### config.mk
export PLATFORM = sky130hd
export DESIGN_NAME = nand_rdseq_top
export DESIGN_NICKNAME = d
export VERILOG_FILES = /design/src/rtl/nrd_pkg.sv /design/src/rtl/nrd_rst_sync.sv /design/src/rtl/nrd_addr_split.sv /design/src/rtl/nrd_cmd_flag.sv /design/src/rtl/nrd_seq_fsm.sv /design/src/rtl/nand_rdseq_top.sv
export SDC_FILE = /design/constraint.sdc
export NUM_CORES = 1
export LEC_CHECK = 0
export ABC_AREA = 1
export BUFFER_PORTS_ARGS = -buffer_cell sky130_fd_sc_hd__buf_4
export CORE_ASPECT_RATIO = 0.7
export CORE_MARGIN = 2
export CORE_UTILIZATION = 30
export CTS_CLUSTER_DIAMETER = 50
export CTS_CLUSTER_SIZE = 12
export DETAILED_ROUTE_END_ITERATION = 8
export SKIP_LAST_GASP = 1
export SYNTH_ARGS = -nofsm -noshare
export SYNTH_HDL_FRONTEND = slang
export SYNTH_HIERARCHICAL = 1
export SYNTH_SLANG_ARGS = --single-unit
### constraint.sdc
create_clock -name clk -period 1.9 [get_ports clk]
set_input_delay 0 -clock clk [delete_from_list [all_inputs] [get_ports clk]]
set_output_delay 0 -clock clk [all_outputs]
set_load 0.02 [all_outputs]
### src/rtl/nrd_pkg.sv
`timescale 1ns/1ps
package nrd_pkg;
  localparam int unsigned BYTE_W = 8;

  typedef enum logic [1:0] {
    ST_IDLE = 2'd0,
    ST_CMD  = 2'd1,
    ST_ADDR = 2'd2
  } nrd_state_e;
endpackage

### src/rtl/nrd_rst_sync.sv
`timescale 1ns/1ps
module nrd_rst_sync #(
  parameter int unsigned STAGES = 2
) (
  input  logic clk,
  input  logic rst_n,
  output logic rst_sync_n
);
  logic [STAGES-1:0] chain_q;
  logic [STAGES-1:0] chain_d;

  always_comb begin
    chain_d = {chain_q[STAGES-2:0], 1'b1};
  end

  always_ff @(posedge clk or negedge rst_n) begin
    if (!rst_n) chain_q <= '0;
    else        chain_q <= chain_d;
  end

  assign rst_sync_n = chain_q[STAGES-1];
endmodule

### src/rtl/nrd_addr_split.sv
`timescale 1ns/1ps
module nrd_addr_split
  import nrd_pkg::*;
#(
  parameter int unsigned ADDR_W = 26,
  parameter int unsigned NCYC   = 4,
  localparam int unsigned IDX_W = (NCYC > 1) ? $clog2(NCYC) : 1,
  localparam int unsigned PAD_W = BYTE_W * NCYC + 1
) (
  input  logic [ADDR_W-1:0] addr_i,
  input  logic [IDX_W-1:0]  idx_i,
  output logic [BYTE_W-1:0] byte_o
);
  logic [PAD_W-1:0] padded;
  logic [NCYC-1:0][BYTE_W-1:0] lanes;
  logic unused_gap;

  assign padded = {{(PAD_W-ADDR_W){1'b0}}, addr_i};
  // Bit 8 (page half select) is never sent.
  assign unused_gap = padded[BYTE_W];

  genvar k;
  generate
    for (k = 0; k < NCYC; k++) begin : g_lane
      if (k == 0) begin : g_low
        assign lanes[k] = padded[BYTE_W-1:0];
      end else begin : g_high
        assign lanes[k] = padded[BYTE_W*k+1 +: BYTE_W];
      end
    end
  endgenerate

  always_comb begin
    byte_o = lanes[idx_i];
  end
endmodule

### src/rtl/nrd_cmd_flag.sv
`timescale 1ns/1ps
module nrd_cmd_flag (
  input  logic clk,
  input  logic rst_n,
  input  logic set_i,
  input  logic clr_i,
  output logic latched_o
);
  logic latched_q;
  logic latched_d;

  always_comb begin
    latched_d = latched_q;
    if (set_i) latched_d = 1'b1;
    if (clr_i) latched_d = 1'b0;
  end

  always_ff @(posedge clk or negedge rst_n) begin
    if (!rst_n) latched_q <= 1'b0;
    else        latched_q <= latched_d;
  end

  assign latched_o = latched_q;


  keep_latched_chk: assert property (@(posedge clk) disable iff (!rst_n)
    latched_q && !clr_i |=> latched_q);


  clear_wins_chk: assert property (@(posedge clk) disable iff (!rst_n)
    clr_i |=> !latched_q);
endmodule

### src/rtl/nrd_seq_fsm.sv
`timescale 1ns/1ps
module nrd_seq_fsm
  import nrd_pkg::*;
#(
  parameter int unsigned ADDR_W = 26,
  parameter int unsigned NCYC   = 4,
  localparam int unsigned IDX_W = (NCYC > 1) ? $clog2(NCYC) : 1,
  localparam logic [IDX_W-1:0] LAST_LONG  = IDX_W'(NCYC - 1),
  localparam logic [IDX_W-1:0] LAST_SHORT = IDX_W'(NCYC - 2)
) (
  input  logic              clk,
  input  logic              rst_n,
  input  logic              start_i,
  input  logic [ADDR_W-1:0] addr_i,
  input  logic              long_i,
  input  logic              latched_i,
  input  logic              ready_i,
  output logic              valid_o,
  output logic              cle_o,
  output logic              ale_o,
  output logic [IDX_W-1:0]  idx_o,
  output logic [ADDR_W-1:0] addr_o,
  output logic              cmd_acc_o,
  output logic              busy_o,
  output logic              done_o
);
  nrd_state_e        state_q, state_d;
  logic [IDX_W-1:0]  idx_q, idx_d;
  logic [ADDR_W-1:0] addr_q;
  logic              long_q;
  logic              done_q, done_d;
  logic              take;
  logic              accept;
  logic              last_byte;

  assign take      = (state_q == ST_IDLE) && start_i;
  assign accept    = (state_q != ST_IDLE) && ready_i;
  assign last_byte = (idx_q == (long_q ? LAST_LONG : LAST_SHORT));

  always_comb begin
    state_d = state_q;
    idx_d   = idx_q;
    done_d  = 1'b0;
    unique case (state_q)
      ST_IDLE: begin
        if (start_i) begin
          idx_d   = '0;
          state_d = latched_i ? ST_ADDR : ST_CMD;
        end
      end
      ST_CMD: begin
        if (accept) begin
          idx_d   = '0;
          state_d = ST_ADDR;
        end
      end
      ST_ADDR: begin
        if (accept) begin
          if (last_byte) begin
            state_d = ST_IDLE;
            done_d  = 1'b1;
          end else begin
            idx_d = idx_q + 1'b1;
          end
        end
      end
      default: state_d = ST_IDLE;
    endcase
  end

  always_ff @(posedge clk or negedge rst_n) begin
    if (!rst_n) begin
      state_q <= ST_IDLE;
      idx_q   <= '0;
      done_q  <= 1'b0;
    end else begin
      state_q <= state_d;
      idx_q   <= idx_d;
      done_q  <= done_d;
    end
  end

  // Capture registers, clock-enabled by an accepted request.
  always_ff @(posedge clk or negedge rst_n) begin
    if (!rst_n) begin
      addr_q <= '0;
      long_q <= 1'b0;
    end else if (take) begin
      addr_q <= addr_i;
      long_q <= long_i;
    end
  end

  assign valid_o   = (state_q != ST_IDLE);
  assign cle_o     = (state_q == ST_CMD);
  assign ale_o     = (state_q == ST_ADDR);
  assign idx_o     = idx_q;
  assign addr_o    = addr_q;
  assign cmd_acc_o = (state_q == ST_CMD) && ready_i;
  assign busy_o    = valid_o;
  assign done_o    = done_q;


  hold_offer_chk: assert property (@(posedge clk) disable iff (!rst_n)
    valid_o && !ready_i |=> valid_o && $stable(idx_q) && $stable(cle_o) && $stable(ale_o));


  cmd_then_addr_chk: assert property (@(posedge clk) disable iff (!rst_n)
    cle_o && ready_i |=> ale_o && idx_q == '0);


  done_single_chk: assert property (@(posedge clk) disable iff (!rst_n)
    done_q |=> !done_q);


  done_idle_chk: assert property (@(posedge clk) disable iff (!rst_n)
    done_q |-> !valid_o);


  busy_ignore_chk: assert property (@(posedge clk) disable iff (!rst_n)
    valid_o && start_i |=> $stable(addr_q) && $stable(long_q));


  qual_excl_chk: assert property (@(posedge clk) disable iff (!rst_n)
    !(cle_o && ale_o) && (valid_o || (!cle_o && !ale_o)));
endmodule

### src/rtl/nand_rdseq_top.sv
`timescale 1ns/1ps
module nand_rdseq_top
  import nrd_pkg::*;
#(
  parameter int unsigned ADDR_W   = 26,
  parameter int unsigned NCYC     = 4,
  parameter logic [7:0]  READ_CMD = 8'h00,
  localparam int unsigned IDX_W   = (NCYC > 1) ? $clog2(NCYC) : 1
) (
  input  logic              clk,
  input  logic              rst_n,
  input  logic              start_i,
  input  logic [ADDR_W-1:0] start_addr_i,
  input  logic              long_addr_i,
  input  logic              clr_latched_i,
  output logic              wr_valid_o,
  input  logic              wr_ready_i,
  output logic [7:0]        wr_data_o,
  output logic              wr_cle_o,
  output logic              wr_ale_o,
  output logic              busy_o,
  output logic              done_o
);
  logic              rst_sync_n;
  logic              latched;
  logic              cmd_acc;
  logic [IDX_W-1:0]  idx;
  logic [ADDR_W-1:0] addr_cap;
  logic [BYTE_W-1:0] addr_byte;
  logic              cle;

  nrd_rst_sync #(.STAGES(2)) u_rst (
    .clk        (clk),
    .rst_n      (rst_n),
    .rst_sync_n (rst_sync_n)
  );

  nrd_cmd_flag u_flag (
    .clk       (clk),
    .rst_n     (rst_sync_n),
    .set_i     (cmd_acc),
    .clr_i     (clr_latched_i),
    .latched_o (latched)
  );

  nrd_seq_fsm #(.ADDR_W(ADDR_W), .NCYC(NCYC)) u_fsm (
    .clk       (clk),
    .rst_n     (rst_sync_n),
    .start_i   (start_i),
    .addr_i    (start_addr_i),
    .long_i    (long_addr_i),
    .latched_i (latched),
    .ready_i   (wr_ready_i),
    .valid_o   (wr_valid_o),
    .cle_o     (cle),
    .ale_o     (wr_ale_o),
    .idx_o     (idx),
    .addr_o    (addr_cap),
    .cmd_acc_o (cmd_acc),
    .busy_o    (busy_o),
    .done_o    (done_o)
  );

  nrd_addr_split #(.ADDR_W(ADDR_W), .NCYC(NCYC)) u_split (
    .addr_i (addr_cap),
    .idx_i  (idx),
    .byte_o (addr_byte)
  );

  assign wr_cle_o  = cle;
  assign wr_data_o = cle ? READ_CMD : addr_byte;
endmodule

# ---- After elaboration in Yosys (flattened, before gate mapping)
# Cells that the tools add are included.
# Widths: inputs -> output; s select.
dict set report classes {
  addsub 1
  order_cmp 1
  eq_ne 8
  mux 20
  reduce_logical 9
}
# op n
set ops {}
lappend ops {{$mux 2} 9}
lappend ops {{$bmux 8 s2} 1}
lappend ops {{$mux 8} 2}
lappend ops {{$pmux 2 s3} 2}
lappend ops {{$mux 1} 6}
lappend ops {{$ne 2x1->1 const B} 3}
lappend ops {{$reduce_and 5->1} 1}
lappend ops {{$ne 2x2->1 const B} 2}
lappend ops {{$reduce_and 4->1} 1}
lappend ops {{$reduce_bool 2->1} 2}
lappend ops {{$logic_and 1x1->1} 3}
lappend ops {{$lt 2x3->1 const B} 1}
lappend ops {{$reduce_bool 3->1} 1}
lappend ops {{$add 2x1->2 const B} 1}
lappend ops {{$eq 2x1->1 const B} 1}
lappend ops {{$eq 2x2->1} 1}
lappend ops {{$eq 2x2->1 const B} 1}
lappend ops {{$logic_not 2->1} 1}
dict set report word_totals {
  ff_bits 35
  inputBits 32
  elab_cells 46
}

# ---- Depth between registers and ports, before layout
dict set report logic_depth {
  depth_word 5
  ltp_mapped 8
  ltp_nobuf 8
}

# ---- By module
# Netlist, hierarchy kept.
# mod n_inst cells_each area_each_um2 seq_area_each_um2
set modules_own_cells {}
lappend modules_own_cells {nrd_seq_fsm 1 101 1328.8 800.8}
lappend modules_own_cells {nrd_addr_split 1 64 275.3 0.0}
lappend modules_own_cells {nand_rdseq_top 1 17 71.3 0.0}
lappend modules_own_cells {nrd_rst_sync 1 3 53.8 50.0}
lappend modules_own_cells {nrd_cmd_flag 1 3 32.5 25.0}

# ---- Least setup slack after synthesis
# No wires, ideal clock.
dict set report synth_path {
  path_kind {reg-to-reg}
  startpoint {register u_fsm.state_q[1]}
  endpoint {register u_fsm.addr_q[18], in the netlist u_fsm/addr_o[18]}
  setup_time_ns 0.125
  arrival_ns 1.121
  path_slack_ns 0.654
  stages_incl_launch_ff 6
  n_path_buf 2
  synth_period_minus_slack_ns 1.246
  cell_sequence {dfrtp_1 -> nor2_1 -> nand2_1 -> buf_6 -> buf_6 -> mux2_4}
}
dict set report synth_via {
  elab_chain_len 2
}
# item line
set synth_rtl {}
lappend synth_rtl {{start, declared} nrd_seq_fsm.sv:27} ;# nrd_state_e state_q, state_d;
lappend synth_rtl {{start signal, assigned} nrd_seq_fsm.sv:77} ;# state_q <= state_d;
lappend synth_rtl {{$logic_not 2->1} nrd_seq_fsm.sv:36} ;# assign take = (state_q == ST_IDLE) && start_i;
lappend synth_rtl {{$logic_and 1x1->1} nrd_seq_fsm.sv:36}
lappend synth_rtl {{end signal, assigned} nrd_seq_fsm.sv:89} ;# addr_q <= addr_i;
lappend synth_rtl {{end, declared} nrd_seq_fsm.sv:29} ;# logic [ADDR_W-1:0] addr_q;
# No other way between the ends.
# A chain may end at the register's enable or synchronous reset.

# ---- Worst setup path after layout
dict set report layout_path {
  startpoint {register u_fsm.idx_q[0], in the netlist u_fsm/idx_o[0]}
  endpoint {output wr_data_o[1]}
}
dict set report layout_via {
  elab_chain_len 3
}
# item line
set layout_rtl {}
lappend layout_rtl {{start, declared} nrd_seq_fsm.sv:28} ;# logic [IDX_W-1:0] idx_q, idx_d;
lappend layout_rtl {{start signal, assigned} nrd_seq_fsm.sv:78} ;# idx_q <= idx_d;
lappend layout_rtl {{$bmux 8 s2} nrd_addr_split.sv:34} ;# byte_o = lanes[idx_i];
lappend layout_rtl {{$mux 8 (not written as such)} nrd_addr_split.sv:34}
lappend layout_rtl {{net addr_byte[1]} nand_rdseq_top.sv:29} ;# logic [BYTE_W-1:0] addr_byte;
lappend layout_rtl {{$mux 8} nand_rdseq_top.sv:71} ;# assign wr_data_o = cle ? READ_CMD : addr_byte;
lappend layout_rtl {{end, declared} nand_rdseq_top.sv:18} ;# output logic [7:0] wr_data_o,
# The timed path passes the listed nets, and every way through them passes these cells. The select of a mux whose other input is x is not followed.

==> impl_results.md <==
* Status: completed
* Post-DR wirelength/cell at 10.71 um
* Rows at 23
* Crit path launch: u_fsm/idx_o[0]$_DFFE_PN0P_
* Kind of critical path: flop to output pin
* Final WS setup at 0.4092 ns
* Initial Util at 0.3059
* Final hold vios at 0
* Max-cap violations at 0
* Worst-Skew Late Latency at 0.27 ns
* Nature of the critical path endpoint: output pin
* Hold Crit Class: input port to asynchronous set/reset pin
* H-tree depth at 2
* Crit path arrival time at 1.49 ns
* Number of port buffers at 43
* Mapped cell area at 1725 sq um
* Final instance area at 2524 sq um
* CP required at 1.90 ns
* DRT antenna net count at 0
* Die span in y at 67.45 um
* Synthesized Nets at 218
* CTS Buffer Depth at 2
* Core Box Area at 5640 sq um
* Initial antenna violation count at 0
* P&R area growth vs syn at 46.27%
* Final GP Congestion at 0.7181
* DRC Markers at 0
* Total routed wirelength at 3.631 mm
* Leakage power at 1.346 nW
* Worst r2r src: u_fsm/state_q[1]$_DFFE_PN0P_
* Hold Slack at 0.03772 ns
* Final Max Slew Viols at 0
* Initial DRT Pass Iterations at 4
* First-pass GRT wire length at 5.823 mm
* Period utilisation layout at 0.7846
* TritonCTS clock tree: yes
* Layout Skew at 0.006900 ns
* Total CTS buffers at 5
* DPL Wire Length at 2.485 mm
* Max FO, Critical Path at 10
* Ant diodes at 0
* Largest net degree at the start of global routing at 33
* Starting DRT DRC Count at 36
* Mean area per synthesized cell at 9.276 sq um
* GR Overflow Total at 0
* Die area at 6384 sq um
* Crit path launch type: flop
* Synth warnings at 6
* Nets at 295
* Final setup violation count at 0
* Fraction of layout cells with a size suffix above 1 at 0.3106
* Unrepaired setup endpoints after global routing: false
* Crit-path slowest cell: dfrtp_1
* Post-DP Area at 2127 sq um
* CTS Sinks at 34
* Clk root buf: clkbuf_8
* Setup TNS at 0 ns
* Crit-path max cell delay at 0.44 ns
* Crit-path cells: buf_4 -> nor2_8 -> nand2_1 -> nand2_1 -> inv_1 -> nor2_1 -> buf_4
* I/O pin count at 45
* Crit path time final at 1.491 ns
* Place WS at 0.6045 ns
* Worst-path clk slew at 0.07 ns
* Post-CTS sizing at 0
* DR vias at 1391
* Synth Instances at 186
* Final Core Density at 0.4474
* Max Freq at 670.8 MHz
* Max IR drop VDD at 0.4444 mV
* Vias in the first global route at 1318
* Pwr/cell area at 1534 nW/um^2
* Vias per Instance at 4.103
* Die Wd at 94.65 um
* Total Routing Usage GR at 0.1214
[path summary, 6_finish.rpt]
| check | endpoint | slack, ns | cells past startpoint |
|---|---|---|---|
| worst max-delay path | wr_data_o[1] | 0.41 | 7 |
| worst min-delay path | u_rst/chain_q[0]$_DFF_PN0_ | 0.04 | 2 |
| worst max register to register | u_fsm/state_q[1]$_DFFE_PN0P_ | 0.61 | 6 |
| worst min register to register | u_fsm/long_q$_DFFE_PN0P_ | 0.26 | 1 |
| max in group asynchronous | u_fsm/addr_o[10]$_DFFE_PN0P_ | 1.33 | 1 |
| min in group clk | u_fsm/long_q$_DFFE_PN0P_ | 0.24 | 5 |
[power breakdown]
group / switching, W / leakage (nW) / internal [W]
Combinational: 0.00103 / 0.886 / 0.000964
Clock: 0.000239 / 0.0524 / 0.000392
Sequential: 0.000196 / 0.407 / 0.00105
Total: 0.00146 / 1.35 / 0.00241
[what timing repair did]
item	CTS	global route
hold endpoints to repair	30	0
setup buffers	0	0
hold buffers	29	0
[registers in the layout (all words and copies together), names as in the netlist]
| name | flops |
|---|---|
| u_rst/chain_q | 2 |
| u_flag/latched_o | 1 |
| u_fsm/done_o | 1 |
| u_fsm/state_q | 2 |
| u_fsm/addr_o | 25 |
| u_fsm/idx_o | 2 |
| u_fsm/long_q | 1 |
[final cells by class]
| cell class | count | area [sq um] |
|---|---|---|
| timing repair buffer | 76 | 655.6 |
| fill | 567 | 3117 |
| inverter | 34 | 127.6 |
| clock inverter | 1 | 30.03 |
| tap | 75 | 93.84 |
| sequential | 34 | 850.8 |
| multi-input combinational | 112 | 689.4 |
| clock buffer | 7 | 76.32 |
[per-layer routing]
metal | track usage | share of wire | wire (um) | up-vias
met5 | 0 | 0 | 0 | -
met4 | 0.03261 | 0.0052 | 19 | 0
met3 | 0.04129 | 0.049 | 177 | 2
met2 | 0.1879 | 0.45 | 1622 | 24
met1 | 0.1635 | 0.50 | 1811 | 646
li1 | - | - | - | 719
[layout by cell type (no fill, tap or decap)]
cell type,instances
inv_2,1
nand2_1,48
nand3_1,13
xor2_1,1
buf_12,1
dlygate4sd3_1,29
buf_4,46
mux2_4,8
mux2_2,17
nor2_8,1
dfrtp_1,34
bufinv_16,1
clkbuf_1,2
nor2_1,17
a21oi_1,1
inv_1,33
or2_2,1
nand3_2,1
o21ai_0,2
nor3_1,1
clkbuf_8,5
conb_1,1
[critical path, delay by kind of cell (launching register included)]
kind | cells | cell delay [ns]
buffers and inverters | 3 | 0.40
and+or+nand+nor | 4 | 0.38
DFF | 1 | 0.44
[per-stage QoR]
stage	power (W)	std cells
final	0.003872	339
after CTS	0.003928	339
after global routing	0.004188	339
after detailed placement	0.003229	302
after global placement	0.003197	302
after floorplan	0.002653	186
No activity file was read; power rests on OpenSTA's default activity.
